### src/rtl/irq_csr_pkg.sv
`timescale 1ns/1ps
package irq_csr_pkg;

  localparam int unsigned NLOC = 13;
  typedef logic [NLOC-1:0] ivec_t;

  // Bit positions (trap logic decodes these)
  localparam int unsigned P_SSI  = 1;
  localparam int unsigned P_VSSI = 2;
  localparam int unsigned P_MSI  = 3;
  localparam int unsigned P_STI  = 5;
  localparam int unsigned P_VSTI = 6;
  localparam int unsigned P_MTI  = 7;
  localparam int unsigned P_SEI  = 9;
  localparam int unsigned P_VSEI = 10;
  localparam int unsigned P_MEI  = 11;
  localparam int unsigned P_SGEI = 12;

  localparam ivec_t GRP_S  = ivec_t'((1 << P_SSI)  | (1 << P_STI)  | (1 << P_SEI));
  localparam ivec_t GRP_VS = ivec_t'((1 << P_VSSI) | (1 << P_VSTI) | (1 << P_VSEI));
  localparam ivec_t GRP_M  = ivec_t'((1 << P_MSI)  | (1 << P_MTI)  | (1 << P_MEI));
  localparam ivec_t ONE_SGEI = ivec_t'(1 << P_SGEI);
  localparam ivec_t ONE_VSSI = ivec_t'(1 << P_VSSI);
  localparam ivec_t ONE_SSI  = ivec_t'(1 << P_SSI);
  localparam ivec_t GRP_HS  = GRP_VS | ONE_SGEI;
  localparam ivec_t GRP_DEF = GRP_M | GRP_S | GRP_HS;

  localparam logic [11:0] A_MDELEG = 12'h303;
  localparam logic [11:0] A_MEN    = 12'h304;
  localparam logic [11:0] A_MPEND  = 12'h344;
  localparam logic [11:0] A_SPEND  = 12'h144;
  localparam logic [11:0] A_HEN    = 12'h604;
  localparam logic [11:0] A_HPEND  = 12'h644;
  localparam logic [11:0] A_VPEND  = 12'h645;

  typedef enum logic [2:0] {
    VW_NONE, VW_MDELEG, VW_MEN, VW_MPEND, VW_SPEND, VW_HEN, VW_HPEND, VW_VPEND
  } view_e;

  // Writable masks that depend on the hypervisor parameter
  function automatic ivec_t en_writable(input bit hyp);
    return hyp ? GRP_DEF : (GRP_DEF & ~ONE_SGEI);
  endfunction

  function automatic ivec_t swp_writable(input bit hyp);
    return hyp ? (GRP_S | GRP_VS) : GRP_S;
  endfunction

  function automatic ivec_t deleg_forced(input bit hyp);
    return hyp ? GRP_HS : '0;
  endfunction

endpackage

### src/rtl/irq_csr_decode.sv
`timescale 1ns/1ps
module irq_csr_decode
  import irq_csr_pkg::*;
#(
  parameter bit HAS_HYP = 1'b1
) (
  input  logic [11:0] addr_i,
  output view_e       view_o
);

  view_e base_view;

  always_comb begin
    unique case (addr_i)
      A_MDELEG: base_view = VW_MDELEG;
      A_MEN:    base_view = VW_MEN;
      A_MPEND:  base_view = VW_MPEND;
      A_SPEND:  base_view = VW_SPEND;
      A_HEN:    base_view = VW_HEN;
      A_HPEND:  base_view = VW_HPEND;
      A_VPEND:  base_view = VW_VPEND;
      default:  base_view = VW_NONE;
    endcase
  end

  generate
    if (HAS_HYP) begin : g_hyp
      assign view_o = base_view;
    end else begin : g_nohyp
      always_comb begin
        if (base_view == VW_HEN || base_view == VW_HPEND || base_view == VW_VPEND)
          view_o = VW_NONE;
        else
          view_o = base_view;
      end
    end
  endgenerate

endmodule

### src/rtl/irq_csr_view.sv
`timescale 1ns/1ps
module irq_csr_view
  import irq_csr_pkg::*;
#(
  parameter bit HAS_HYP = 1'b1
) (
  input  logic  clk_i,
  input  logic  rst_ni,
  input  logic  en_i,
  input  view_e view_i,
  input  ivec_t en_vec_i,
  input  ivec_t deleg_i,
  input  ivec_t pend_i,
  output ivec_t rdata_o,
  output logic  illegal_o,
  output ivec_t sel_en_o,
  output ivec_t sel_deleg_o,
  output ivec_t sel_swp_o
);

  localparam ivec_t EN_WR  = en_writable(HAS_HYP);
  localparam ivec_t SWP_WR = swp_writable(HAS_HYP);
  localparam ivec_t DG_WR  = GRP_S | GRP_VS;

  ivec_t sel_en_raw, sel_dg_raw, sel_sp_raw;
  logic  legal;

  always_comb begin
    rdata_o    = '0;
    sel_en_raw = '0;
    sel_dg_raw = '0;
    sel_sp_raw = '0;
    unique case (view_i)
      VW_MDELEG: begin
        rdata_o    = deleg_i;
        sel_dg_raw = DG_WR;
      end
      VW_MEN: begin
        rdata_o    = en_vec_i;
        sel_en_raw = EN_WR;
      end
      VW_MPEND: begin
        rdata_o    = pend_i;
        sel_sp_raw = SWP_WR;
      end
      VW_SPEND: begin
        rdata_o    = pend_i & deleg_i & GRP_S;
        sel_sp_raw = deleg_i[P_SSI] ? ONE_SSI : '0;
      end
      VW_HEN: begin
        rdata_o    = en_vec_i & GRP_HS;
        sel_en_raw = EN_WR & GRP_HS;
      end
      VW_HPEND: begin
        rdata_o    = pend_i & GRP_HS;
        sel_sp_raw = ONE_VSSI;
      end
      VW_VPEND: begin
        rdata_o    = pend_i & GRP_VS;
        sel_sp_raw = GRP_VS;
      end
      default: begin
        rdata_o = '0;
      end
    endcase
  end

  assign legal       = (view_i != VW_NONE);
  assign illegal_o   = en_i & ~legal;
  assign sel_en_o    = (en_i & legal) ? sel_en_raw : '0;
  assign sel_deleg_o = (en_i & legal) ? sel_dg_raw : '0;
  assign sel_swp_o   = (en_i & legal) ? sel_sp_raw : '0;

  // the supervisor pending view never exposes bits outside deleg & S set
  a_r6_spend_subset: assert property (@(posedge clk_i) disable iff (!rst_ni)
    (view_i == VW_SPEND) |-> ((rdata_o & ~(deleg_i & GRP_S)) == '0));

  // an illegal access selects no storage for update
  a_r2_illegal_no_select: assert property (@(posedge clk_i) disable iff (!rst_ni)
    illegal_o |-> (sel_en_o == '0 && sel_deleg_o == '0 && sel_swp_o == '0));

  // while bit 1 is not delegated the supervisor view writes nothing
  a_r6_spend_gated: assert property (@(posedge clk_i) disable iff (!rst_ni)
    (view_i == VW_SPEND && !deleg_i[P_SSI]) |-> (sel_swp_o == '0));

endmodule

### src/rtl/irq_csr_state.sv
`timescale 1ns/1ps
module irq_csr_state
  import irq_csr_pkg::*;
#(
  parameter bit HAS_HYP = 1'b1
) (
  input  logic  clk_i,
  input  logic  rst_ni,
  input  ivec_t wdata_i,
  input  ivec_t wmask_i,
  input  ivec_t sel_en_i,
  input  ivec_t sel_deleg_i,
  input  ivec_t sel_swp_i,
  input  ivec_t lines_i,
  output ivec_t en_vec_o,
  output ivec_t deleg_o,
  output ivec_t pend_o
);

  localparam ivec_t DG_FORCE = deleg_forced(HAS_HYP);
  localparam ivec_t DG_KEEP  = (GRP_S | GRP_VS) & ~DG_FORCE;
  localparam ivec_t EN_KEEP  = en_writable(HAS_HYP);
  localparam ivec_t SP_KEEP  = swp_writable(HAS_HYP);

  wire ivec_t dg_w;
  wire ivec_t en_w;
  wire ivec_t sp_w;

  generate
    for (genvar i = 0; i < int'(NLOC); i++) begin : g_bit
      // delegation bit: forced, stored or absent
      if (DG_FORCE[i]) begin : g_dg_one
        assign dg_w[i] = 1'b1;
      end else if (DG_KEEP[i]) begin : g_dg_ff
        logic q, d;
        always_comb d = (sel_deleg_i[i] & wmask_i[i]) ? wdata_i[i] : q;
        always_ff @(posedge clk_i or negedge rst_ni) begin
          if (!rst_ni) q <= 1'b0;
          else         q <= d;
        end
        assign dg_w[i] = q;
      end else begin : g_dg_zero
        assign dg_w[i] = 1'b0;
      end

      // enable bit
      if (EN_KEEP[i]) begin : g_en_ff
        logic q, d;
        always_comb d = (sel_en_i[i] & wmask_i[i]) ? wdata_i[i] : q;
        always_ff @(posedge clk_i or negedge rst_ni) begin
          if (!rst_ni) q <= 1'b0;
          else         q <= d;
        end
        assign en_w[i] = q;
      end else begin : g_en_zero
        assign en_w[i] = 1'b0;
      end

      // software-owned pending bit
      if (SP_KEEP[i]) begin : g_sp_ff
        logic q, d;
        always_comb d = (sel_swp_i[i] & wmask_i[i]) ? wdata_i[i] : q;
        always_ff @(posedge clk_i or negedge rst_ni) begin
          if (!rst_ni) q <= 1'b0;
          else         q <= d;
        end
        assign sp_w[i] = q;
      end else begin : g_sp_zero
        assign sp_w[i] = 1'b0;
      end
    end
  endgenerate

  assign en_vec_o = en_w;
  assign deleg_o  = dg_w;
  assign pend_o   = (sp_w | lines_i) & GRP_DEF;

  logic unused_in;
  assign unused_in = ^{sel_en_i, sel_deleg_i, sel_swp_i, wdata_i, wmask_i};

  // guest external pending is owned by hardware
  a_r8_sgei_claimed: assert property (@(posedge clk_i) disable iff (!rst_ni)
    pend_o[P_SGEI] == lines_i[P_SGEI]);

  generate
    if (HAS_HYP) begin : g_chk_hyp
      // hypervisor-level delegation bits are hard-wired
      a_r3_deleg_forced: assert property (@(posedge clk_i) disable iff (!rst_ni)
        (deleg_o & GRP_HS) == GRP_HS);
    end else begin : g_chk_nohyp
      // no guest external enable without the extension
      a_r4_sgei_enable_off: assert property (@(posedge clk_i) disable iff (!rst_ni)
        !en_vec_o[P_SGEI]);
    end
  endgenerate

endmodule

### src/rtl/irq_csr_file.sv
`timescale 1ns/1ps
module irq_csr_file
  import irq_csr_pkg::*;
#(
  parameter int unsigned XLEN    = 32,
  parameter bit          HAS_HYP = 1'b1
) (
  input  logic            clk_i,
  input  logic            rst_ni,
  input  logic            csr_en_i,
  input  logic [11:0]     csr_addr_i,
  input  logic [XLEN-1:0] csr_wdata_i,
  input  logic [XLEN-1:0] csr_wmask_i,
  output logic [XLEN-1:0] csr_rdata_o,
  output logic            csr_illegal_o,
  input  logic [12:0]     irq_lines_i,
  output logic [12:0]     irq_pend_o,
  output logic [12:0]     irq_en_o,
  output logic [12:0]     irq_deleg_o
);

  localparam int unsigned PAD = XLEN - NLOC;

  // reset: asynchronous assert, synchronous release
  logic [1:0] rst_sync_q, rst_sync_d;
  logic       rst_core_n;

  always_comb rst_sync_d = {rst_sync_q[0], 1'b1};

  always_ff @(posedge clk_i or negedge rst_ni) begin
    if (!rst_ni) rst_sync_q <= 2'b00;
    else         rst_sync_q <= rst_sync_d;
  end

  assign rst_core_n = rst_sync_q[1];

  view_e view;
  ivec_t rd_vec, sel_en, sel_dg, sel_sp;
  ivec_t en_vec, dg_vec, pd_vec;
  ivec_t wd_lo, wm_lo;

  assign wd_lo = csr_wdata_i[NLOC-1:0];
  assign wm_lo = csr_wmask_i[NLOC-1:0];

  logic unused_hi;
  assign unused_hi = ^{csr_wdata_i[XLEN-1:NLOC], csr_wmask_i[XLEN-1:NLOC]};

  irq_csr_decode #(.HAS_HYP(HAS_HYP)) u_decode (
    .addr_i (csr_addr_i),
    .view_o (view)
  );

  irq_csr_view #(.HAS_HYP(HAS_HYP)) u_view (
    .clk_i       (clk_i),
    .rst_ni      (rst_core_n),
    .en_i        (csr_en_i),
    .view_i      (view),
    .en_vec_i    (en_vec),
    .deleg_i     (dg_vec),
    .pend_i      (pd_vec),
    .rdata_o     (rd_vec),
    .illegal_o   (csr_illegal_o),
    .sel_en_o    (sel_en),
    .sel_deleg_o (sel_dg),
    .sel_swp_o   (sel_sp)
  );

  irq_csr_state #(.HAS_HYP(HAS_HYP)) u_state (
    .clk_i       (clk_i),
    .rst_ni      (rst_core_n),
    .wdata_i     (wd_lo),
    .wmask_i     (wm_lo),
    .sel_en_i    (sel_en),
    .sel_deleg_i (sel_dg),
    .sel_swp_i   (sel_sp),
    .lines_i     (irq_lines_i),
    .en_vec_o    (en_vec),
    .deleg_o     (dg_vec),
    .pend_o      (pd_vec)
  );

  assign csr_rdata_o = {{PAD{1'b0}}, rd_vec};
  assign irq_pend_o  = pd_vec;
  assign irq_en_o    = en_vec;
  assign irq_deleg_o = dg_vec;

  // an illegal access leaves enable and delegation untouched
  a_r2_illegal_keeps_state: assert property (@(posedge clk_i) disable iff (!rst_core_n)
    csr_illegal_o |=> ($stable(irq_en_o) && $stable(irq_deleg_o)));

  // an access with an empty mask changes no register
  a_r5_empty_mask_keeps: assert property (@(posedge clk_i) disable iff (!rst_core_n)
    (csr_en_i && csr_wmask_i == '0) |=> ($stable(irq_en_o) && $stable(irq_deleg_o)));

  // bits above the local range always read zero
  a_r11_rdata_upper_zero: assert property (@(posedge clk_i) disable iff (!rst_core_n)
    csr_rdata_o[XLEN-1:NLOC] == '0);

endmodule

### config.mk
export PLATFORM = sky130hd
export DESIGN_NAME = irq_csr_file
export DESIGN_NICKNAME = d
export VERILOG_FILES = /design/src/rtl/irq_csr_pkg.sv /design/src/rtl/irq_csr_decode.sv /design/src/rtl/irq_csr_view.sv /design/src/rtl/irq_csr_state.sv /design/src/rtl/irq_csr_file.sv
export SDC_FILE = /design/constraint.sdc
export NUM_CORES = 1
export LEC_CHECK = 0
export CELL_PAD_IN_SITES_DETAIL_PLACEMENT = 0
export CELL_PAD_IN_SITES_GLOBAL_PLACEMENT = 1
export CORE_MARGIN = 3
export CORE_UTILIZATION = 19
export DETAILED_ROUTE_END_ITERATION = 10
export GPL_ROUTABILITY_DRIVEN = 0
export HOLD_SLACK_MARGIN = 0.02
export PLACE_DENSITY = 0.8
export SETUP_SLACK_MARGIN = 0.4
export SYNTH_ARGS = -nofsm -noshare
export SYNTH_HDL_FRONTEND = slang
export SYNTH_SLANG_ARGS = --single-unit
### constraint.sdc
create_clock -name clk_i -period 3.3 [get_ports clk_i]
set_input_delay 0.99 -clock clk_i [delete_from_list [all_inputs] [get_ports clk_i]]
set_output_delay 0.99 -clock clk_i [all_outputs]
set_load 0.1 [all_outputs]
# Word-level counts from Yosys, hierarchy flattened
# Index checks and enable logic that the tools add are counted.
# op_classes
n_eq_ne	14
n_mux	9
bitwise_logic	24
n_reduce_logical	1
# op_table
op	count
$pmux W13 S7	1
$pmux W11 S4	1
$eq A12 B10 Y1 const B	3
$eq A12 B11 Y1 const B	3
$pmux W13 S2	1
$and A1 B1 Y1	21
$pmux W3 S7	1
$mux W10	2
$mux W13	1
$or A11 B13 Y13	1
$eq A12 B9 Y1 const B	1
$eq A3 B3 Y1 const B	4
$mux W11	1
$and A10 B10 Y10	1
$eq A3 B2 Y1 const B	2
$eq A3 B1 Y1 const B	1
$reduce_bool A3 Y1	1
$mux W2	1
$not A1 Y1	1
# word_totals
regBits	21
in_bits	92
output_inout_bits	72
elab_cells	68

# Depth between registers and ports, before layout
# logic_depth
ltp_word	6
depth_mapped	7
ltp_nobuf	6

# Modules after synthesis
# Synthesis repeated with hierarchy kept, for this count alone.
# hier_totals
hier_cells	252
area_unflattened_um2	2239.6
# modules_own_cells
module	n_inst	cells_per_inst	area_per_inst_um2	seq_area_each_um2
irq_csr_state	1	98	1053.5	475.5
irq_csr_view	1	111	824.5	0.0
irq_csr_file	1	23	200.2	50.0
irq_csr_decode	1	20	161.4	0.0

# Worst setup path after synthesis
# Ideal clock, no wire load.
# synth_path
kind	input to output
startpoint	in csr_addr_i[6]
endpoint	out csr_illegal_o
t_arrival_ns	3.826
required_ns	2.310
path_slack_ns	-1.516
path_stages	5
n_path_buf	1
cell_sequence	clkbuf_1 -> nand4bb_1 -> o32ai_1 -> and2_1 -> nor3b_1
# synth_between
elab_chain_len	5
word_cells_on_any_way	11
classes_between	7 x eq/ne; 1 x mux; 2 x bitwise; 1 x reduce/logical
# synth_lines
item	line	source
start, declared	irq_csr_file.sv:11	input logic [11:0] csr_addr_i,
$eq A12 B11 Y1, or another cell as far along	irq_csr_decode.sv:14	unique case (addr_i)
$pmux W3 S7 (*)	irq_csr_decode.sv:14	
$reduce_bool A3 Y1 (*)	irq_csr_view.sv:68	assign legal = (view_i != VW_NONE);
$not A1 Y1 (*)	irq_csr_view.sv:69	assign illegal_o = en_i & ~legal;
$and A1 B1 Y1 (*)	irq_csr_view.sv:69	
end, declared	irq_csr_file.sv:15	output logic csr_illegal_o,
# Mark *: on every way between the ends. The rest lies on a longest branch, timed or not.

# Worst setup path after layout
# layout_path
startpoint	in csr_addr_i[1]
endpoint	out csr_rdata_o[3]
# layout_between
elab_chain_len	4
word_cells_on_any_way	16
classes_between	14 x eq/ne; 2 x mux
# layout_lines
item	line	source
$eq A12 B11 Y1, or another cell as far along	irq_csr_decode.sv:14	
$pmux W3 S7 (*)	irq_csr_decode.sv:14	
$eq A3 B3 Y1, or another cell as far along	irq_csr_view.sv:33	unique case (view_i)
$pmux W13 S7 (*)	irq_csr_view.sv:33	
end, declared	irq_csr_file.sv:14	output logic [XLEN-1:0] csr_rdata_o,
# Marked as above.

==> metrics.txt <==
CTS tree=yes; HPWL Detailed=4846 um; Synth-to-Final Area Change=81.62%; total gr overflow=0; required time worst endpoint=2.31 ns; number of synthesized register bits=21; nets=401; htree depth=1; XOR/XNOR share of the synthesized area=0.4838%; CTS buffer count=3; ys flop type=dfrtp_1; Synth top area share=29.03%; FILL cells=915; CTS root buffer=clkbuf_8; Commonest cells post-synth=buf_4 (55), dfrtp_1 (21), nor2_1 (17), nand2_1 (15); drt wl/cell=13.83 um; Worst-Margin Slew=0.8091 ns; EDFF count, synth=0; Final ANT Viol Nets=0; Layout Skew=0.002793 ns; area taken by multi-input logic gates=1219 um2; CP Launch Type=input pin; Synth area leaders=dfrtp_1 (29%), buf_4 (23%), mux2_1 (8.7%); routed wire length=6001 um; most frequent cell after synthesis=buf_4; Slew HR=46.06%; Initial Util=20.17%; Total GRT Usage=10.98%; Synth area leader=dfrtp_1; largest net degree at the start of global routing=20; Cell variety after synth=42; CORE AREA=8976 um2; status=finished with violations; Max clock buf depth=2; Post-Synth Adder-Cell Area=0%; leakage power=1.597 nW; Crit Path Max Fanout=8; clock slew at reported path FFs=0.09 ns; RSZ-0062 raised after global routing=true; Seq/Total Area, Yosys=29.03%; DR pass1 iterations=4; row count=34; initial drt markers=50; largest family of logic cells by synthesized area=buffers and inverters; max-slew violation count=0; FF/Latch Area=525.5 um2; violated checks=setup timing; Cell Area, Synth=1810 um2; Hold Crit Class=reg2async; first-pass GRT wire length=9673 um; critical path arrival=2.67 ns; Syn Inst Count=200; min Tclk post-route=3.660 ns; # IOs=164; setup ws final=-0.3604 ns; Hold Vio Cnt, Final=0; peak supply drop=0.1261 mV; antenna violations before repair=0; DRC viols=0; post-place setup slack=-0.8252 ns; setup tns final=-3.441 ns; Die W=103.6 um; Yosys warnings=0; ys async rst share=100.0%; multiplexer share of the synthesized area=12.58%; critical path type=in2out; max-cap viol count=0; via count=1,699; syn avg cell area=9.052 um2; fin cells=434; endpoint type of the worst setup path=output port; Synth Area in Simple Gates=22.81%; IO Port Bufs=78; clock sinks=21; # diodes=0; vias in the first global route=1,783; floorplan die height=103.6 um; die footprint=10,740 um2; # hold bufs at CTS=0; Pwr Density=256.7 nW/um2; Inst Count DP=424; final setup fails=11; Total Power=0.0008439 W; Vias/cell=3.915; layout cells sized above 1=46.43%; worst-skew pair later-pin latency=0.26 ns; compound-cell area share of the yosys netlist=9.744%; Fmax=0.2732 GHz; crit share post-route=110.9%
## power by group
part / switching, W / internal [W]
Sequential: 0.00000506 / 0.000259
Clock: 0.0000926 / 0.0000842
Combinational: 0.000296 / 0.000107
## through the flow
stage | hold slack, ns | utilization (%) | instance area [um2]
after CTS | 0.3606 | 36.23 | 3252
after detailed placement | 0.3412 | 34.19 | 3069
final | 0.3397 | 36.63 | 3288
after global placement | 0.3399 | 34.19 | 3069
after floorplan | 0.2401 | - | 2066
after global routing | 0.3639 | 36.63 | 3288
## cell usage in the layout, fill, tap and decap left out, types with 7 or more instances in the layout
cell type and count:
buf_12 22, buf_2 7, buf_4 55, buf_6 8, clkdlybuf4s50_1 29, conb_1 39
dfrtp_1 21, mux2_1 14, nand2_1 10, nand3_1 11, nor2_1 14
## worst paths after layout
kind	start	to	slack, ns	depth (start not counted)
min in group clk_i	rst_sync_q[0]	rst_sync_q[1]	0.36	0
worst max register to register	u_state.g_bit[1].g_dg_ff.q	u_state.g_bit[1].g_sp_ff.q	2.11	3
worst min register to register	rst_sync_q[1]	u_state.g_bit[11].g_en_ff.q	0.34	0
max in group asynchronous	rst_ni	rst_sync_q[0]	2.31	1
worst max-delay path	csr_addr_i[1]	csr_rdata_o[3]	-0.36	8
worst min-delay path	rst_sync_q[1]	u_state.g_bit[11].g_en_ff.q	0.34	0
## cell type report
class                           count  share of cell area [%]
Clock inverter                      1                  0.1522
Multi-Input combinational cell    153                   37.06
Timing Repair Buffer              126                   40.30
Inverter                            4                  0.4566
Clock buffer                        3                   1.256
Sequential cell                    21                   15.98
Tap cell                          126                   4.795
## routing by layer
metal | routed length (um) | vias to the layer above | track usage, %
li1 | - | 827 | -
met1 | 2459 | 817 | 13.68
met2 | 3172 | 53 | 19.91
met3 | 324 | 2 | 1.617
met4 | 44 | 0 | 2.564
met5 | 0 | - | 0
## logic make-up (layout without fill, tap and decap cells)
family                    count (synthesis)  count (layout)
and+or+nand+nor                          72              72
buffers and inverters                    63             134
AOI/OAI and AO/OA                        21              21
DFF                                      21              21
muxes                                    20              20
other                                     2              39
xor gates and xnor gates                  1               1
## worst max-delay path: stages
cell and delay (ns):
buf_8 0.10, or4b_4 0.54, o22ai_2 0.16, a32o_2 0.17
nor3b_4 0.24, buf_12 0.17, a22o_4 0.13, buf_12 0.16
## flip-flops by register name (all words and copies together) (netlist names)
| signal | cells |
|---|---|
| u_state.g_bit.g_en_ff.q | 10 |
| u_state.g_bit.g_sp_ff.q | 6 |
| u_state.g_bit.g_dg_ff.q | 3 |
| rst_sync_q | 2 |
## repair_timing
item / 4_1_cts / 5_1_grt
setup buffers: 6 / 0
resized for setup: 87 / 10
gates cloned: 0 / 0
pin swaps: 14 / 7
setup endpoints to repair: 22 / 13
endpoints found under the hold margin: 0 / 0
Note: power is estimated with default switching activity, not from simulation.
